--- config.mk ---
export PLATFORM = sky130hd
export DESIGN_NAME = lsu_shared_arbiter
export DESIGN_NICKNAME = d
export VERILOG_FILES = /design/src/rtl/lsu_arb_pkg.sv /design/src/rtl/lsu_arb_ctrl.sv /design/src/rtl/lsu_arb_dpath.sv /design/src/rtl/lsu_shared_arbiter.sv
export SDC_FILE = /design/constraint.sdc
export NUM_CORES = 1
export LEC_CHECK = 0
export BUFFER_PORTS_ARGS = -buffer_cell sky130_fd_sc_hd__buf_4
export CAP_MARGIN = 5
export CORE_AREA = 2 2 203 205
export CTS_BUF_LIST = sky130_fd_sc_hd__clkbuf_16
export CTS_CLUSTER_DIAMETER = 50
export DETAILED_ROUTE_END_ITERATION = 12
export DIE_AREA = 0 0 205 207
export MAX_ROUTING_LAYER = met4
export SLEW_MARGIN = 20
export SYNTH_ARGS = -nofsm -noshare
export SYNTH_HDL_FRONTEND = slang
export SYNTH_SLANG_ARGS = --single-unit
export TNS_END_PERCENT = 100
--- constraint.sdc ---
create_clock -name clk -period 2 [get_ports clk]
set_input_delay 0.4 -clock clk [delete_from_list [all_inputs] [get_ports clk]]
set_output_delay 0.4 -clock clk [all_outputs]
set_load 0.03 [all_outputs]
--- src/rtl/lsu_arb_pkg.sv ---
package lsu_arb_pkg;
  // Strobes handed from the control to the datapath each cycle.
  typedef struct packed {
    logic capture;  // latch the CPU request into the replay register
    logic cpuDone;  // CPU access acknowledged by its device
    logic secDone;  // secure access acknowledged by its device
  } arbStrobe_t;
endpackage

--- src/rtl/lsu_arb_ctrl.sv ---
module lsu_arb_ctrl
  import lsu_arb_pkg::*;
#(
  parameter int NDEV = 4,
  parameter int DEVW = 2,
  parameter int CNTW = 16
) (
  input  logic            clk,
  input  logic            rstN,
  input  logic            cpuValid,
  input  logic            secValid,
  input  logic [DEVW-1:0] secDev,
  input  logic [DEVW-1:0] replayDev,
  input  logic [NDEV-1:0] devAck,
  output logic [NDEV-1:0] grantCpu,
  output logic [NDEV-1:0] grantSec,
  output arbStrobe_t      strobe,
  output logic            cpuStall,
  output logic [CNTW-1:0] preemptCount
);
  logic            cpuBusy;
  logic [NDEV-1:0] lastCpu;   // device was driven by an unacknowledged CPU access last cycle
  logic [NDEV-1:0] secWant;
  logic [NDEV-1:0] cpuWant;
  logic [NDEV-1:0] displace;

  for (genvar d = 0; d < NDEV; d++) begin : g_dev
    assign secWant[d]  = secValid && (secDev == DEVW'(d));
    assign cpuWant[d]  = cpuBusy && (replayDev == DEVW'(d));
    // A secure access replacing a live CPU access waits one cycle with the request low.
    assign displace[d] = secWant[d] & lastCpu[d];
    assign grantSec[d] = secWant[d] & ~lastCpu[d];
    assign grantCpu[d] = cpuWant[d] & ~secWant[d];
  end

  always_comb begin
    strobe.capture = cpuValid & ~cpuBusy;
    strobe.cpuDone = |(grantCpu & devAck);
    strobe.secDone = |(grantSec & devAck);
  end

  assign cpuStall = strobe.capture | (cpuBusy & ~strobe.cpuDone);

  always_ff @(posedge clk) begin
    if (!rstN) begin
      cpuBusy      <= 1'b0;
      lastCpu      <= '0;
      preemptCount <= '0;
    end else begin
      if (strobe.capture)      cpuBusy <= 1'b1;
      else if (strobe.cpuDone) cpuBusy <= 1'b0;
      lastCpu <= grantCpu & ~devAck;
      if ((|displace) && (preemptCount != {CNTW{1'b1}}))
        preemptCount <= preemptCount + 1'b1;
    end
  end
endmodule

--- src/rtl/lsu_arb_dpath.sv ---
module lsu_arb_dpath
  import lsu_arb_pkg::*;
#(
  parameter int NDEV = 4,
  parameter int DEVW = 2,
  parameter int AW   = 16,
  parameter int DW   = 32
) (
  input  logic              clk,
  input  logic              rstN,
  input  arbStrobe_t        strobe,
  input  logic [DEVW-1:0]   cpuDev,
  input  logic              cpuWe,
  input  logic [AW-1:0]     cpuAddr,
  input  logic [DW-1:0]     cpuWdata,
  input  logic [DEVW-1:0]   secDev,
  input  logic              secWe,
  input  logic [AW-1:0]     secAddr,
  input  logic [DW-1:0]     secWdata,
  input  logic [NDEV-1:0]   grantCpu,
  input  logic [NDEV-1:0]   grantSec,
  input  logic [NDEV*DW-1:0] devRdata,
  output logic [DEVW-1:0]   replayDev,
  output logic [NDEV-1:0]   devReq,
  output logic [NDEV-1:0]   devWe,
  output logic [NDEV*AW-1:0] devAddr,
  output logic [NDEV*DW-1:0] devWdata,
  output logic [DW-1:0]     cpuRdata,
  output logic [DW-1:0]     secRdata
);
  logic          rWe;
  logic [AW-1:0] rAddr;
  logic [DW-1:0] rWdata;
  logic [DW-1:0] rdArr [NDEV];

  // Replay register: the CPU access exactly as presented, kept until it completes.
  always_ff @(posedge clk) begin
    if (!rstN) begin
      replayDev <= '0;
      rWe       <= 1'b0;
      rAddr     <= '0;
      rWdata    <= '0;
    end else if (strobe.capture) begin
      replayDev <= cpuDev;
      rWe       <= cpuWe;
      rAddr     <= cpuAddr;
      rWdata    <= cpuWdata;
    end else if (strobe.cpuDone) begin
      rWe       <= 1'b0;
      rAddr     <= '0;
      rWdata    <= '0;
    end
  end

  for (genvar d = 0; d < NDEV; d++) begin : g_port
    assign devReq[d] = grantCpu[d] | grantSec[d];
    assign devWe[d]  = grantSec[d] ? secWe : (grantCpu[d] & rWe);
    assign devAddr[d*AW +: AW]  = grantSec[d] ? secAddr  : (grantCpu[d] ? rAddr  : '0);
    assign devWdata[d*DW +: DW] = grantSec[d] ? secWdata : (grantCpu[d] ? rWdata : '0);
    assign rdArr[d] = devRdata[d*DW +: DW];
  end

  // Responses are steered by requester; each side sees only its own completion.
  assign cpuRdata = strobe.cpuDone ? rdArr[replayDev] : '0;
  assign secRdata = strobe.secDone ? rdArr[secDev]    : '0;
endmodule

--- src/rtl/lsu_shared_arbiter.sv ---
module lsu_shared_arbiter
  import lsu_arb_pkg::*;
#(
  parameter int NDEV = 4,
  parameter int AW   = 16,
  parameter int DW   = 32,
  parameter int CNTW = 16,
  localparam int DEVW = (NDEV > 1) ? $clog2(NDEV) : 1
) (
  input  logic               clk,
  input  logic               rstN,
  input  logic               cpuValid,
  input  logic [DEVW-1:0]    cpuDev,
  input  logic               cpuWe,
  input  logic [AW-1:0]      cpuAddr,
  input  logic [DW-1:0]      cpuWdata,
  output logic               cpuStall,
  output logic               cpuDone,
  output logic [DW-1:0]      cpuRdata,
  input  logic               secValid,
  input  logic [DEVW-1:0]    secDev,
  input  logic               secWe,
  input  logic [AW-1:0]      secAddr,
  input  logic [DW-1:0]      secWdata,
  output logic               secDone,
  output logic [DW-1:0]      secRdata,
  output logic [NDEV-1:0]    devReq,
  output logic [NDEV-1:0]    devWe,
  output logic [NDEV*AW-1:0] devAddr,
  output logic [NDEV*DW-1:0] devWdata,
  input  logic [NDEV-1:0]    devAck,
  input  logic [NDEV*DW-1:0] devRdata,
  output logic [CNTW-1:0]    preemptCount
);
  arbStrobe_t      strobe;
  logic [NDEV-1:0] grantCpu;
  logic [NDEV-1:0] grantSec;
  logic [DEVW-1:0] replayDev;

  lsu_arb_ctrl #(.NDEV(NDEV), .DEVW(DEVW), .CNTW(CNTW)) u_ctrl (
    .clk(clk), .rstN(rstN), .cpuValid(cpuValid), .secValid(secValid),
    .secDev(secDev), .replayDev(replayDev), .devAck(devAck),
    .grantCpu(grantCpu), .grantSec(grantSec), .strobe(strobe),
    .cpuStall(cpuStall), .preemptCount(preemptCount)
  );

  lsu_arb_dpath #(.NDEV(NDEV), .DEVW(DEVW), .AW(AW), .DW(DW)) u_dpath (
    .clk(clk), .rstN(rstN), .strobe(strobe),
    .cpuDev(cpuDev), .cpuWe(cpuWe), .cpuAddr(cpuAddr), .cpuWdata(cpuWdata),
    .secDev(secDev), .secWe(secWe), .secAddr(secAddr), .secWdata(secWdata),
    .grantCpu(grantCpu), .grantSec(grantSec), .devRdata(devRdata),
    .replayDev(replayDev), .devReq(devReq), .devWe(devWe),
    .devAddr(devAddr), .devWdata(devWdata),
    .cpuRdata(cpuRdata), .secRdata(secRdata)
  );

  assign cpuDone = strobe.cpuDone;
  assign secDone = strobe.secDone;
endmodule

### Yosys cells after proc, flatten, opt, wreduce, memory -nomap -nowiden

Cells that the tools add are included.

| word-level totals | value |
|---|---|
| output and inout port bits | 283 |
| register bits | 72 |
| input bits | 238 |

| operators by class | value |
|---|---|
| muxes and demuxes | 35 |
| $lt $le $gt $ge | 2 |
| equality and inequality tests | 7 |
| $add $sub $neg | 1 |
| bitwise logic cells | 39 |
| reductions and logical operators | 15 |

Operators with widths:

| operator | number |
|---|---|
| two-way mux 32 bit | 16 |
| two-way mux 16 bit | 10 |
| binary-select mux 32 bit (select 2 bit) | 2 |
| bitwise AND 1 bit | 18 |
| adder 16 x 1 -> 16 bit (second input constant) | 1 |
| inequality test 16 bit (second input constant) | 1 |
| bitwise AND 4 bit | 3 |
| OR reduction 4 bit | 3 |
| NOT 1 bit | 10 |
| logical AND 1 bit | 9 |
| == test 2 bit (second input constant) | 4 |
| two-way mux 1 bit | 7 |
| greater-or-equal comparator 3 bit (second input constant) | 2 |
| NOT 2 -> 3 bit | 2 |
| OR 1 bit | 5 |
| == test 2 x 1 -> 1 bit (second input constant) | 2 |
| zero test 2 bit | 2 |
| NOT 4 bit | 1 |
| nonzero test 2 bit | 1 |

### Depth between registers and ports, before layout

Gate-level depths: netlist (run 1).

| depth | value |
|---|---|
| depth after elaboration | 9 |
| gate-level depth with buffers | 7 |
| depth with buffers taken out | 5 |

### Cells and area by module

From an unflattened synthesis (run 1), not the netlist that was laid out.

| unflattened totals | value |
|---|---|
| cells, all modules | 1238 |
| area, all modules | 7985.2 µm² |

Modules (own cells, without submodules):

| module | cells each | instances | sequential area each (µm²) | area an instance (µm²) |
|---|---|---|---|---|
| lsu_arb_dpath | 1105 | 1 | 1021.0 | 6782.8 |
| lsu_arb_ctrl | 133 | 1 | 420.4 | 1202.4 |

### Worst setup path after synthesis (run 1)

Ideal clock, no wire load.

| timing path | value |
|---|---|
| path kind | input to output |
| from | input secDev[1] |
| to | output cpuStall |
| cell stages on the path | 6 |
| slack | -611 ps |
| buffers on the path | 2 |
| data required time | 1600 ps |
| data arrival time | 2211 ps |
| cells stage by stage | and3b_1 nor4b_4 a2111o_1 buf_2 buf_2 o21ai_0 |

| between the ends | value |
|---|---|
| longest elaborated chain between the ends | 9 |

Ends and longest elaborated chain:

| item | line | RTL |
|---|---|---|
| start, declared | lsu_shared_arbiter.sv:21 | `input logic [DEVW-1:0] secDev,` |
| == test 2 x 1 -> 1 bit, or another cell as far along | lsu_arb_ctrl.sv:28 | `assign secWant[d] = secValid && (secDev == DEVW'(d));` |
| logical AND 1 bit | lsu_arb_ctrl.sv:28 |  |
| NOT 1 bit | lsu_arb_ctrl.sv:33 | `assign grantCpu[d] = cpuWant[d] & ~secWant[d];` |
| bitwise AND 1 bit | lsu_arb_ctrl.sv:33 |  |
| bitwise AND 4 bit (*) | lsu_arb_ctrl.sv:38 | `strobe.cpuDone = \|(grantCpu & devAck);` |
| OR reduction 4 bit (*) | lsu_arb_ctrl.sv:38 |  |
| via cpuDone | lsu_shared_arbiter.sv:18 | `output logic cpuDone,` |
| NOT 1 bit (*) | lsu_arb_ctrl.sv:42 | `assign cpuStall = strobe.capture \| (cpuBusy & ~strobe.cpuDone);` |
| bitwise AND 1 bit (*) | lsu_arb_ctrl.sv:42 |  |
| OR 1 bit (*) | lsu_arb_ctrl.sv:42 |  |
| end, declared | lsu_shared_arbiter.sv:17 | `output logic cpuStall,` |

Mark *: on every way through the listed nets, which the timed path passes. The rest lies on a longest branch.

### Final worst setup path (run 1)

| timing path | value |
|---|---|
| from | register u_dpath.replayDev[0] |
| to | output cpuRdata[3] |

| between the ends | value |
|---|---|
| longest elaborated chain between the ends | 6 |

Ends and longest elaborated chain:

| item | line | RTL |
|---|---|---|
| start, declared | lsu_arb_dpath.sv:23 | `output logic [DEVW-1:0] replayDev,` |
| start signal, assigned | lsu_arb_dpath.sv:44 | `replayDev <= cpuDev;` |
| == test 2 x 1 -> 1 bit, or another cell as far along | lsu_arb_ctrl.sv:29 | `assign cpuWant[d] = cpuBusy && (replayDev == DEVW'(d));` |
| logical AND 1 bit | lsu_arb_ctrl.sv:29 |  |
| bitwise AND 1 bit | lsu_arb_ctrl.sv:33 |  |
| bitwise AND 4 bit | lsu_arb_ctrl.sv:38 |  |
| OR reduction 4 bit | lsu_arb_ctrl.sv:38 |  |
| two-way mux 32 bit (*) | lsu_arb_dpath.sv:64 | `assign cpuRdata = strobe.cpuDone ? rdArr[replayDev] : '0;` |
| end, declared | lsu_shared_arbiter.sv:19 | `output logic [DW-1:0] cpuRdata,` |

Every way passes the cells marked *; elsewhere a longest branch is shown, timed or not. The select of a mux whose other input is x is not followed.

==> results.ini, run 1 <==
[critical_path]
arrival_ns=1.97
path_cells=nor4b_4 > a2111o_2 > buf_12 > and2_4 > buf_4
crit_path_max_fanout=33
cp_top_family=compound AO/OA/AOI/OAI gates
slowest_delay_ns=0.52
path_buf_inv=2
worst_setup_path_end_kind=output port
crit_slowest_cell=a2111o_2
crit_type=flip-flop to output port
cp_data_required_time_ns=1.60
cp-start-kind=flip-flop

[outcome]
violations=negative setup slack
status=complete, but fails checks

[layout]
finish.utilization=0.358
syn_to_final_growth_pct=106
antennaDiodeCount=0
fin_nets=1564
drive_gt1_frac=0.646

[route]
vias=9685
drc=0
avgViaCountPerCell=5.20
routedWlPerCell_um=24.5
drt-total-wl_um=45600
drtIter0Drc=708
firstDrtPassIters=7
dr_wl_met3_um=3750
dr.max_layer_used=met4
met2_wirelength_um=22800
drtAntennaViolNets=0
wl_met1_um=16800

[sta]
tightest_slew_ns=0.738
rsz0062_at_grt=true
fmax_mhz=422
min_period_ns=2.37
period_share=1.18
setup_violations=267
fin_skew_ns=0.00564
holdWs_ns=0.231
slew_headroom=0.508
final.setup.tns_ns=-62.30
hold_violations=0
drv_slew=0
setup_ws_ns=-0.369

[logic_synthesis]
syn_inst=773
ys_seq_area_frac=0.206
synth_edf_count=0
ys_types=41
syn_area_sq_um=6990
synth_top_area_frac=0.246
synth_warnings=0
async_flop_share=0
synthTopCellsByArea=a22o_1 (25%), dfxtp_1 (21%), mux4_2 (21%)
yosysTopAreaCell=a22o_1
ys_ff_latch=72
syn_area_per_cell_sq_um=9.04
synth_ff_type=dfxtp_1
syn-num-nets=1012

[power_and_ir_drop]
peakVddDrop_mv=0.339
p_per_area_nw_per_um2=452
p_leak_nw=6.35

[clock_network]
clk_path_buf_depth=2
cts-root-buf=clkbuf_16
cts-htree-levels=3
cts_tree=yes
clk_pin_slew_worst_paths_ns=0.06
cts_buffers=9
cts.sinks=72
clk_latency_ns=0.36

[flow_run]
cap_violations=0

[worst_hold_path]
min_path_type=input pin to flip-flop

[grt]
antenna_found_initial=0
grt_pass1_vias=9234
grt_first_pass_wirelength_um=59300
grt_usage=0.192
grt_overflow_total=0
grt_max_degree=70

[place]
gp_congestion=0.917
hpwlAfterDp_um=31300
io_buffer_count=520

[floorplanning]
coreArea_sq_um=40400
die_width_um=205
die_h_um=207
dieArea_sq_um=42400
ioPinCount=521
start_util=0.173
rows=74

==> layer usage <==
metal,up-vias,track usage
li1,4206,-
met1,4742,0.212
met2,627,0.333
met3,110,0.0393
met4,0,0.0789
met5,-,-
==> flip-flops by register name, summed over array words and instances (netlist names) <==
name,cells
u_dpath.rWe,1
u_ctrl.lastCpu,4
u_ctrl.preemptCount,16
u_ctrl.cpuBusy,1
u_dpath.rWdata,32
u_dpath.rAddr,16
u_dpath.replayDev,2
==> cell usage after synthesis, types with 3 or more instances <==
library cell and n:
nand4_1 5, o31ai_1 6, a21oi_1 11, inv_1 3
a22o_1 196, nor2b_1 33, mux4_2 64, nor3b_1 6
and2_1 33, clkbuf_1 84, and3_1 4, o21ai_0 53
or2_2 4, nand2b_1 8, or4_1 7, nand2_1 25
mux2i_1 8, buf_2 13, nor4bb_1 3, nor4_1 7
dfxtp_1 72, nand3_1 104
==> layout by cell type (no fill, tap or decap), types with 23 or more instances in the layout <==
| cell | instances |
|---|---|
| and2_4 | 32 |
| a22o_2 | 36 |
| buf_12 | 26 |
| nand2_1 | 23 |
| o21ai_0 | 52 |
| mux4_2 | 64 |
| dfxtp_1 | 65 |
| a22o_1 | 149 |
| nor2b_4 | 33 |
| nand3_1 | 104 |
| buf_6 | 196 |
| buf_4 | 392 |
==> worst register-to-register path, delay by kind of cell (launching register included) <==
kind                   cells  cell delay [ns]
buffers and inverters      2             0.40
AO/OA/AOI/OAI              2             0.77
AND/OR/NAND/NOR            1             0.16
flip-flops                 1             0.40
==> path summary, 6_finish.rpt <==
kind | from | endpoint | slack [ns] | cells past startpoint
worst min register to register | u_ctrl.preemptCount[11] | u_ctrl.preemptCount[11] | 0.51 | 2
worst max-delay path | u_dpath.replayDev[0] | cpuRdata[3] | -0.37 | 5
worst min-delay path | devAck[0] | u_ctrl.lastCpu[0] | 0.23 | 2
worst max register to register | u_dpath.replayDev[0] | u_dpath.rWdata[22] | 0.20 | 5
==> area by class of cell <==
| type | count | area (sq um) |
|---|---|---|
| Clock inverter | 7 | 62.6 |
| Sequential cell | 72 | 1460 |
| Inverter | 3 | 18.8 |
| Clock buffer | 9 | 225 |
| Fill cell | 4016 | 25900 |
| Tap cell | 532 | 666 |
| Multi-Input combinational cell | 598 | 5700 |
| Timing Repair Buffer | 641 | 6310 |
==> power by group <==
group | internal (mW) | switching (mW) | leakage [nW]
Sequential | 1.52 | 0.137 | 0.592
Combinational | 1.58 | 1.61 | 5.62
Clock | 0.954 | 0.735 | 0.136
Total | 4.05 | 2.49 | 6.35
==> logic make-up after synthesis <==
| group | synth area share |
|---|---|
| AOI/OAI and AO/OA | 0.306 |
| adders and majority gates | 0.00179 |
| buffers and inverters | 0.0598 |
| DFF | 0.206 |
| muxes | 0.218 |
| and+or+nand+nor | 0.208 |
==> timing repair <==
| item | in CTS | in global routing |
|---|---|---|
| setup endpoints to repair | 267 | 267 |
| cloned | 8 | 15 |
| gates resized for setup | 133 | 146 |
| pin swaps | 32 | 23 |
| setup buffers | 14 | 12 |
| hold buffers | 0 | 0 |
==> per-stage QoR <==
stage | area, sq um | setup slack, ns | std cells | power (mW)
after floorplan | 7490 | -0.0675 | 773 | 3.14
after global placement | 12400 | -0.455 | 1803 | 4.40
final | 14400 | -0.369 | 1862 | 6.53
after global routing | 14400 | -0.421 | 1862 | 6.80
after detailed placement | 12400 | -0.459 | 1803 | 4.43
after CTS | 13500 | -0.369 | 1841 | 6.36
(Power assumes the default switching activity.)
==> run 2: changes to the inputs <==
--- a/config.mk
+++ b/config.mk
@@ -7,11 +7,11 @@
 export LEC_CHECK = 0
 export BUFFER_PORTS_ARGS = -buffer_cell sky130_fd_sc_hd__buf_4
 export CAP_MARGIN = 5
-export CORE_AREA = 2 2 203 205
+export CORE_AREA = 2 2 204 206
 export CTS_BUF_LIST = sky130_fd_sc_hd__clkbuf_16
 export CTS_CLUSTER_DIAMETER = 50
 export DETAILED_ROUTE_END_ITERATION = 12
-export DIE_AREA = 0 0 205 207
+export DIE_AREA = 0 0 206 208
 export MAX_ROUTING_LAYER = met4
 export SLEW_MARGIN = 20
 export SYNTH_ARGS = -nofsm -noshare
==> constraint.sdc (replaced) <==
create_clock -name clk -period 2.9 [get_ports clk]
set_input_delay 0.58 -clock clk [delete_from_list [all_inputs] [get_ports clk]]
set_output_delay 0.58 -clock clk [all_outputs]
set_load 0.03 [all_outputs]
==> run 2 against run 1 <==
The run now ends clean. Design area fell by 18%. Die area rose by 0.97%. Via count fell by 7.0%. Worst setup slack improved by 0.44 ns. Register-to-register slack improved by 0.80 ns. Worst hold slack improved by 0.19 ns. Routed wire length fell by 15%. Clock-buffer cell count did not move.
==> results.ini, run 2 (synthesis gave the netlist of run 1 again) <==
[outcome]
status=finished, final reports clean

[critical_path]
crit_path_max_fanout=11  ; -67%
cp-start-kind=input pin
timing.rr.end=u_dpath.rAddr[9]
cp_data_required_time_ns=2.32  ; +0.72 ns
startpoint=secDev[0]
r2r-start=u_dpath.replayDev[1]
reg2reg_slack_ns=1.00  ; +0.80 ns
cp-endpoint=cpuStall
reg2reg_depth=6  ; +1
crit_type=input pin to output port
arrival_ns=2.25  ; +0.28 ns
worst_setup_path_end_kind=output port

[power_and_ir_drop]
pwr-share-clk=0.278  ; +0.019
internal_power_mw=2.38  ; -41%
net-switching-power_mw=1.54  ; -38%
p_comb_frac=0.432  ; -0.056
peakVddDrop_mv=0.204  ; -40%
p_per_area_nw_per_um2=331  ; -27%
swShare=0.392  ; +0.0117
p_leak_nw=5.22  ; -18%
pwr-share-seq=0.289  ; +0.036

[floorplanning]
ioPinCount=521  ; unchanged
die_width_um=206  ; +0.49%
rows=74  ; unchanged
coreArea_sq_um=40600  ; +0.46%
die_h_um=208  ; +0.48%
start_util=0.172  ; -0.000791
dieArea_sq_um=42800  ; +0.97%

[route]
drt-total-wl_um=38900  ; -15%
drtAntennaViolNets=0  ; unchanged
drtIter0Drc=621  ; -12%
firstDrtPassIters=5  ; -2
avgViaCountPerCell=5.08  ; -2.4%
routedWlPerCell_um=21.9  ; -11%
vias=9009  ; -7.0%
drc=0  ; unchanged

[clock_network]
cts_tree=yes
cts_setup_buffers=0  ; -14
cts.sinks=72  ; unchanged
cts-root-buf=clkbuf_16
hold_buffers=0  ; unchanged
clk_pin_slew_worst_paths_ns=0.06  ; about the same
cts-htree-levels=3  ; unchanged
clk_path_buf_depth=2  ; unchanged
cts_buffers=9  ; unchanged
clk_latency_ns=0.36  ; about the same

[layout]
finish.utilization=0.292  ; -0.0654
drive_gt1_frac=0.524  ; -0.122
fin_nets=1476  ; -5.6%
largest_reg_flops=32  ; unchanged
layout_commonest_cell=buf_4
layout_common_cells=buf_4 (544), a22o_1 (196), nand3_1 (104)
largestRegisters=u_dpath.rWdata x32, u_ctrl.preemptCount x16, u_dpath.rAddr x16
syn_to_final_growth_pct=69.5
top_register=u_dpath.rWdata

[sta]
setup_ws_ns=0.0741  ; +0.443 ns
rsz0062_at_grt=true
min_period_ns=2.83
fin_skew_ns=0.00685  ; +0.00121 ns
tightest_slew_ns=0.718  ; -0.0198 ns
slew_headroom=0.521  ; +0.0137
drv_slew=0  ; unchanged
final.setup.tns_ns=0  ; +62.30 ns
setup_violations=0  ; -100%
fmax_mhz=354
period_share=0.974
hold_violations=0  ; unchanged

[place]
io_buffer_count=520  ; unchanged
gp_congestion=0.897  ; -2.1%
hpwlAfterDp_um=30100  ; -4.0%
place_ws_ns=0.0591  ; +0.518 ns

[grt]
grt_usage=0.176  ; -0.0160
grt_first_pass_wirelength_um=55500  ; -6.3%
antenna_found_initial=1  ; +1
grt_pass1_vias=8669  ; -6.1%
grt_max_degree=66  ; -5.7%
grt_overflow_total=0  ; unchanged

[flow_run]
cap_violations=0  ; unchanged

[worst_hold_path]
min_path_type=input pin to flip-flop

run 2: power by group through the flow:
stage	Sequential [mW]	Combinational [mW]	Clock, mW
3_5_place_dp	1.15	1.70	0
6_report	1.13	1.70	1.09
3_3_place_gp	1.15	1.69	0
2_1_floorplan	1.12	0.918	0
5_1_grt	1.14	1.79	1.18
4_1_cts	1.13	1.71	1.14
run 2: what timing repair did:
action | 4_1_cts | 5_1_grt
pin swaps | 0 | 0
gates resized for setup | 2 | 1
setup endpoints to repair | 5 | 9
run 2: layout make-up:
cell class                      instances  area [sq um]
Inverter                                3          11.3
Fill cell                            4271         28700
Multi-Input combinational cell        598          5200
Antenna cell                            1          2.50
Sequential cell                        72          1450
Tap cell                              532           666
Clock inverter                          7          56.3
Timing Repair Buffer                  553          4250
Clock buffer                            9           225
run 2: metrics by stage:
step	total power [mW]	instances	hold WS [ns]	instance area, sq um
floorplan	2.03	773	0.484	6990
global placement	2.84	1758	0.487	11600
detailed placement	2.86	1758	0.494	11600
CTS	3.98	1774	0.397	11800
global route	4.12	1775	0.412	11900
finish	3.92	1775	0.419	11900
run 2: worst max-delay path, stage by stage:
cell,delay (ns)
buf_4,0.19
and3b_1,0.23
nor4b_4,0.06
a2111o_2,0.52
buf_4,0.18
o21ai_1,0.25
buf_4,0.22
run 2: worst min path at each step:
stage,from,endpoint,slack (ns),cells after the start
floorplan,u_ctrl.cpuBusy,u_ctrl.cpuBusy,0.48,2
global placement,u_ctrl.preemptCount[15],u_ctrl.preemptCount[15],0.49,2
detailed placement,u_ctrl.preemptCount[15],u_ctrl.preemptCount[15],0.49,2
CTS,devAck[3],u_ctrl.lastCpu[3],0.40,2
global route,devAck[3],u_ctrl.lastCpu[3],0.41,2
finish,devAck[1],u_ctrl.lastCpu[1],0.42,2
run 2: metal layers:
metal  wire [um]  vias up  global-route usage
met5           0        -                   -
met4         996        0              0.0552
met3        3320       53              0.0315
met2       20600      516               0.321
met1       14000     4410               0.190
li1            -     4030                   -
